## config.mk

```make
export PLATFORM = sky130hd
export DESIGN_NAME = ptp_ingr_stamp
export DESIGN_NICKNAME = d
export VERILOG_FILES = /design/src/rtl/ptp_ingr_pkg.sv /design/src/rtl/ptp_dly_to_ns.sv /design/src/rtl/ptp_sub_secns.sv /design/src/rtl/ptp_sub_flat.sv /design/src/rtl/ptp_ingr_stamp.sv
export SDC_FILE = /design/constraint.sdc
export NUM_CORES = 1
export LEC_CHECK = 0
export ABC_AREA = 1
export BUFFER_PORTS_ARGS = -buffer_cell sky130_fd_sc_hd__buf_4
export CAP_MARGIN = 20
export CORE_MARGIN = 3
export CORE_UTILIZATION = 65
export CTS_CLUSTER_SIZE = 14
export DETAILED_ROUTE_END_ITERATION = 6
export PLACE_DENSITY = 0.88
export SKIP_LAST_GASP = 1
export SLEW_MARGIN = 20
export SYNTH_ARGS = -nofsm -noshare
export SYNTH_HDL_FRONTEND = slang
export SYNTH_HIERARCHICAL = 1
export SYNTH_SLANG_ARGS = --single-unit
```

## constraint.sdc

```tcl
create_clock -name clk -period 17.3 [get_ports clk]
set_input_delay 1.73 -clock clk [delete_from_list [all_inputs] [get_ports clk]]
set_output_delay 1.73 -clock clk [all_outputs]
set_load 0.01 [all_outputs]
```

## src/rtl/ptp_ingr_pkg.sv

```systemverilog
package ptp_ingr_pkg;
   localparam int SECNS_W  = 96;
   localparam int FLAT_W   = 64;
   localparam int SEC_W    = 48;
   localparam int NS_W     = 32;
   localparam int FRAC_W   = 16;
   localparam int DQ_W     = 48;   // delay in ns, Q16, also ns+frac width of 96b form
   localparam int DLY_FRAC = 10;   // fractional cycle bits of the PHY delay
   localparam logic [31:0] NS_PER_SEC     = 32'd1_000_000_000;
   localparam logic [47:0] NS_PER_SEC_Q16 = 48'd65_536_000_000_000;
endpackage

```

## src/rtl/ptp_dly_to_ns.sv

```systemverilog
module ptp_dly_to_ns
   import ptp_ingr_pkg::*;
#(
   parameter int          DLY_W      = 22,
   parameter logic [31:0] PERIOD_Q16 = 32'd419430
) (
   input  logic [DLY_W-1:0] phy_delay,
   output logic [DQ_W-1:0]  dly_q16
);
   localparam int PW = DLY_W + 32;

   logic [PW-1:0] prod;

   // cycles(Q10) * period(Q16 ns) = ns in Q26; drop 10 bits to reach Q16
   assign prod    = PW'(phy_delay) * PW'(PERIOD_Q16);
   assign dly_q16 = DQ_W'(prod >> DLY_FRAC);
endmodule

```

## src/rtl/ptp_sub_secns.sv

```systemverilog
module ptp_sub_secns
   import ptp_ingr_pkg::*;
(
   input  logic [SECNS_W-1:0] tod,
   input  logic [DQ_W-1:0]    dly_q16,
   output logic [SECNS_W-1:0] stamp
);
   logic [SEC_W-1:0] sec_in;
   logic [DQ_W-1:0]  nsf_in;
   logic [DQ_W-1:0]  diff;
   logic             borrow;

   assign sec_in = tod[SECNS_W-1 -: SEC_W];
   assign nsf_in = tod[DQ_W-1:0];
   assign borrow = (nsf_in < dly_q16);
   assign diff   = nsf_in - dly_q16;

   always_comb begin
      if (borrow) begin
         stamp[SECNS_W-1 -: SEC_W] = sec_in - SEC_W'(1);
         stamp[DQ_W-1:0]           = diff + NS_PER_SEC_Q16;
      end else begin
         stamp[SECNS_W-1 -: SEC_W] = sec_in;
         stamp[DQ_W-1:0]           = diff;
      end
   end
endmodule

```

## src/rtl/ptp_sub_flat.sv

```systemverilog
module ptp_sub_flat
   import ptp_ingr_pkg::*;
(
   input  logic [FLAT_W-1:0] tod,
   input  logic [DQ_W-1:0]   dly_q16,
   output logic [FLAT_W-1:0] stamp
);
   // plain modulo-2^64 subtraction; the flat form has no carry field
   assign stamp = tod - FLAT_W'(dly_q16);
endmodule

```

## src/rtl/ptp_ingr_stamp.sv

```systemverilog
module ptp_ingr_stamp
   import ptp_ingr_pkg::*;
#(
   parameter int          DLY_W      = 22,
   parameter logic [31:0] PERIOD_Q16 = 32'd419430
) (
   input  logic               clk,
   input  logic               rst,
   input  logic               rx_sop,
   input  logic [SECNS_W-1:0] tod_secns,
   input  logic [FLAT_W-1:0]  tod_ns,
   input  logic [DLY_W-1:0]   phy_delay,
   output logic               sop_dly,
   output logic               stamp96_valid,
   output logic [SECNS_W-1:0] stamp96,
   output logic               stamp64_valid,
   output logic [FLAT_W-1:0]  stamp64
);
   localparam logic [63:0] MAX_DLY_Q16 =
      ((64'd1 << (DLY_W - DLY_FRAC)) * 64'(PERIOD_Q16));

   generate
      if (!(DLY_W == 16 || DLY_W == 22 || DLY_W == 24)) begin : g_bad_w
         $error("phy_delay width must be 16, 22 or 24");
      end
      if (MAX_DLY_Q16 >= 64'(NS_PER_SEC_Q16)) begin : g_bad_period
         $error("largest delay must stay below one second");
      end
      if (PERIOD_Q16 == 32'd0) begin : g_zero_period
         $error("clock period must be non-zero");
      end
   endgenerate

   logic [DQ_W-1:0]    dly_q16;
   logic [SECNS_W-1:0] nxt96;
   logic [FLAT_W-1:0]  nxt64;

   ptp_dly_to_ns #(.DLY_W(DLY_W), .PERIOD_Q16(PERIOD_Q16)) u_conv (
      .phy_delay (phy_delay),
      .dly_q16   (dly_q16)
   );

   ptp_sub_secns u_sub96 (
      .tod     (tod_secns),
      .dly_q16 (dly_q16),
      .stamp   (nxt96)
   );

   ptp_sub_flat u_sub64 (
      .tod     (tod_ns),
      .dly_q16 (dly_q16),
      .stamp   (nxt64)
   );

   always_ff @(posedge clk) begin
      if (rst) begin
         sop_dly       <= 1'b0;
         stamp96_valid <= 1'b0;
         stamp64_valid <= 1'b0;
         stamp96       <= '0;
         stamp64       <= '0;
      end else begin
         sop_dly       <= rx_sop;
         stamp96_valid <= rx_sop;
         stamp64_valid <= rx_sop;
         if (rx_sop) begin
            stamp96 <= nxt96;
            stamp64 <= nxt64;
         end
      end
   end
endmodule

```

* Word level (Yosys, flattened, before mapping)
Index checks and enable logic that the tools add are counted.
Storage, ports and cells: flip-flop bits (word level) 161, bits in latches 0, RAM bits 0, bits in read-only memories 0, output and inout bits 163, logic and storage cells 10, memories kept 0
Operators by class: add/subtract/negate cells 4, multipliers 1, divide/modulo/power cells 0, $lt $le $gt $ge 1, equality and inequality tests 0, shifts and indexed selects 0, mux-type cells 1, bitwise logic cells 0, reduce and logical (&&, ||, !) cells 0
Operators by type and width (number):
- 96-bit two-way mux | 1
- 64-bit by 31-bit subtractor with 64-bit output | 1
- 48-bit by 46-bit adder with 48-bit output, second input constant | 1
- 48-bit by 31-bit < comparator with 1-bit output | 1
- 48-bit by 1-bit subtractor with 48-bit output, second input constant | 1
- 48-bit by 31-bit subtractor with 48-bit output | 1
- 22-bit by 18-bit multiplier with 40-bit output, second input constant | 1

* Depth between registers and ports, before layout
word-level depth 4, mapped depth 52, depth with buffers taken out 51

* Cells and area by module
The synthesis kept the hierarchy.
Modules (own cells, without submodules):
- ptp_dly_to_ns | times used 1, cells each 955, area an instance 7741.2 um^2, seq. area each 0.0 um^2
- ptp_ingr_stamp | times used 1, cells each 1019, area an instance 6660.1 um^2, seq. area each 3223.1 um^2
- ptp_sub_secns | times used 1, cells each 1385, area an instance 6603.8 um^2, seq. area each 0.0 um^2
- ptp_sub_flat | times used 1, cells each 1200, area an instance 5466.5 um^2, seq. area each 0.0 um^2

* Worst setup path before layout
No wires, ideal clock.
path type input-to-reg, start point input phy_delay[4], end point register stamp96[41], library setup time 113 ps, arrival time 8155 ps, path slack 9032 ps, stages on the path 41, path buffers 0, cells stage by stage ha_1 -> inv_1 -> fa_1 -> inv_1 -> fa_1 -> fa_1 -> fa_1 -> inv_1 -> fa_1 -> inv_1 -> ha_1 -> a21o_1 -> a21oi_1 -> o21ai_0 -> a21oi_1 -> nand2_1 -> xor2_1 -> inv_1 -> (+5 left out) -> nor2_1 -> nand2_1 -> nand2_1 -> nand2_1 -> ha_1 -> or2_1 -> nand2_1 -> inv_1 -> nand3_1 -> nand2_2 -> nand2_2 -> nand3_1 -> nand2_1 -> nand2_1 -> inv_1 -> nand2_1 -> nand2_1 -> nor2_1
On the way: word-level cells in the longest chain between the ends 4, elaborated cells between the ends (all ways) 5, those cells by class 2 x add/sub; 1 x mul; 1 x order compare; 1 x mux
RTL lines:
- start: declaration | line ptp_ingr_stamp.sv:12 | input logic [DLY_W-1:0] phy_delay,
- 22-bit by 18-bit multiplier with 40-bit output * | line ptp_dly_to_ns.sv:15 | assign prod = PW'(phy_delay) * PW'(PERIOD_Q16);
- via dly_q16[21] | line ptp_ingr_stamp.sv:34 | logic [DQ_W-1:0] dly_q16;
- 48-bit by 31-bit subtractor with 48-bit output | line ptp_sub_secns.sv:16 | assign diff = nsf_in - dly_q16;
- 48-bit by 46-bit adder with 48-bit output | line ptp_sub_secns.sv:21 | stamp[DQ_W-1:0] = diff + NS_PER_SEC_Q16;
- 96-bit two-way mux * | line ptp_sub_secns.sv:19 | if (borrow) begin
- via nxt96[41] | line ptp_ingr_stamp.sv:35 | logic [SECNS_W-1:0] nxt96;
- end signal: assignment | line ptp_ingr_stamp.sv:67 | stamp96 <= nxt96;
- end: declaration | line ptp_ingr_stamp.sv:15 | output logic [SECNS_W-1:0] stamp96,
The timed path passes the listed nets; every way through them passes the cells marked *. A chain may end at the register's enable or synchronous reset.

* Worst setup path after layout
start point input phy_delay[5], end point register stamp96[90]
On the way: word-level cells in the longest chain between the ends 3
RTL lines:
- 22-bit by 18-bit multiplier with 40-bit output | line ptp_dly_to_ns.sv:15
- via dly_q16[18] | line ptp_ingr_stamp.sv:34
- 48-bit by 31-bit < comparator with 1-bit output | line ptp_sub_secns.sv:15 | assign borrow = (nsf_in < dly_q16);
- 96-bit two-way mux | line ptp_sub_secns.sv:19
- via nxt96[90] | line ptp_ingr_stamp.sv:35
The timed path passes the listed nets, and every way through them passes these cells.

==> results.toml <==
[outcome]
status = "complete, but fails checks"
violations = "design-rule violations"

[clock_network]
cts_resized = 0
path_clk_slew_ns = 0.07
h-tree-depth = 4
root_buffer = "clkbuf_16"
cts_hold_buf = 0
ctsLongestPathBuffers = 2
cts_setup_buffers = 0
clkLatencyLatePin_ns = 0.46
cts_tree = "done"
cts_sinks = 161
cts_made_buffers = 17

[yosys]
synthTopCellsByArea = "nand2_1 (21%), inv_1 (15%), ha_1 (13%), dfxtp_1 (12%), fa_1 (10%)"
synthXorXnorAreaFrac = 0.0473
syn_avg_cell_area_um2 = 5.81
synth_top_family_by_area = "simple AND/OR/NAND/NOR gates"
netlist-cell-type-count = 46
synth_top_area_share = 0.208
synthMuxAreaShare = 0
synth-seq-area-share = 0.122
synth_seq_cells = 161
synth_compound_area_frac = 0.0381
syn_inst = 4559
yosys_warnings = 6
synth_top_area_cell = "nand2_1"
syn_area_um2 = 26500
synthAdderAreaFrac = 0.230
synthSimpleGateAreaFrac = 0.384

[worst_setup_path]
crit_type = "input pin to flip-flop"
worstReg2RegStart = "stamp96[58]"
cp.arrival_ns = 9.58
path_buf_inv = 8
crit_fanout = 26
end_kind = "flip-flop"
cp-start-kind = "input pin"
slowest_delay_ns = 0.55
crit_start = "phy_delay[5]"
critical_path_required_ns = 17.66
crit_slowest_cell = "fa_1"
critPathMostFrequentCell = "inv_1"
critPathTopFamily = "adder cells"

[drt]
post_drt_wl_per_cell_um = 16.1
routed_via_density = 5.23
wirelength_um = 87200
drc = 4
final_antenna_net_count = 0
drt_iter0_markers = 2720
dr.pass1.iters = 7
vias = 28300

[floorplan]
row_count = 73
io_pins = 348
die_area_um2 = 43200
core_um2 = 40000
die_w_um = 208
die_h_um = 208
start_util = 0.662

[placed_design]
gp_congestion = 1.06
port_buffers = 347
dp_hpwl_um = 74900

[timing]
hold_viol = 0
worstMarginPinSlew_ns = 0.990
finalCriticalPeriod_ns = 9.23
grt_setup_unrepaired = "no"
final_max_slew_viol_count = 0
fmax_mhz = 108
skew_ns = 0
fin_crit_sh = 0.533
fin_setup_tns_ns = 0
relSlewSlack = 0.340
finalSetupViolCount = 0
holdWs_ns = 0.469

[global_route]
grt_usage = 0.396
grt_pass1_wl_um = 138000
grt_remaining_overflow = 0
grt_max_degree = 144
grt_antenna_before_repair = 2
grt_pass1_vias = 26800

[hold_path]
worstHoldPathType = "flip-flop to flip-flop"
min_from = "stamp96[42]"

[final_layout]
drive_gt1_frac = 0.109
fin_nets = 5457
area_growth_pct = 12.8

[run]
cap_violations = 0
==> synth_stat cells (all sizes together) <==
master and instances:
nor2 693, ha 265, conb 1, nand3 174, o21ai 28, xnor2 31, nor4 7, inv 1108
and3 1, nand2 1529, clkbuf 3, dfxtp 161, o21a 12, o211ai 3, nor3 30, or2 7
and2 5, xor2 112, a21o 10, a21oi 108, nand4 33, nand3b 6, o311ai 2, a31oi 7
o21bai 9, clkinv 3, buf 73, fa 138
==> layout by cell type (no fill, tap or decap), types with 24 or more instances in the layout <==
cell type	synthesis	layout
buf_4	36	349
nor3_1	24	24
inv_1	1093	1093
fa_1	138	138
ha_1	265	265
nand2_2	63	63
nand3_1	157	157
o21ai_0	24	24
xor2_1	112	112
nor2_1	655	655
a21oi_1	106	106
nand2_1	1466	1466
dfxtp_1	161	161
nor2_2	30	30
xnor2_1	31	31
nand4_1	32	32
==> worst paths after layout <==
kind                 endpoint  slack, ns  cells past startpoint
hold / removal    stamp96[42]       0.47                      2
setup reg to reg  stamp96[58]      16.64                      2
setup / recovery  stamp96[90]       8.07                     39
hold reg to reg   stamp96[42]       0.47                      2
==> cells by family after synthesis <==
| kind of cell | after synthesis |
|---|---|
| and+or+nand+nor | 2485 |
| buffers and inverters | 1187 |
| adders and majority gates | 403 |
| AOI/OAI and AO/OA | 179 |
| DFF | 161 |
| xor gates and xnor gates | 143 |
| other | 1 |
==> flip-flops by register name, summed over array words and instances, names as in the netlist <==
name	flops
stamp96	96
stamp64	64
stamp64_valid	1
==> through the flow <==
| stage | instance area, um2 | std cells | util | setup slack, ns |
|---|---|---|---|---|
| detailed placement | 29300 | 5374 | 0.731 | 7.75 |
| global placement | 29300 | 5374 | 0.731 | 7.75 |
| floorplan | 26500 | 4575 | - | 9.03 |
| finish | 29900 | 5409 | 0.746 | 8.07 |
| CTS | 29800 | 5406 | 0.746 | 8.21 |
| global route | 29900 | 5409 | 0.746 | 7.55 |
==> routing by layer <==
metal / GRT usage / share of wire / wire length [um] / up-vias
met3: 0.0620 / 0.089 / 7780 / 231
li1: - / - / - / 14000
met5: 0 / 0 / 0 / -
met2: 0.646 / 0.45 / 39400 / 1274
met4: 0.166 / 0.045 / 3910 / 0
met1: 0.523 / 0.41 / 36100 / 12800
==> layout make-up <==
class	instances	area (um2)
inverters	1111	4170
fillers	3502	10200
clock buffers	17	425
diodes	2	5.00
clock inverters	15	144
well taps	525	657
flip-flops and latches	161	3220
repair buffers	351	2660
multi-input cells	3227	18600
==> worst reg2reg max path: stages, from the launching register on <==
cell and delay, ns:
dfxtp_1 0.41, nor2_1 0.07, nor2_1 0.12
Power is left out: the tool's default activity adds up to more than one toggle a clock period on the data nets, which glitch-free logic cannot reach.
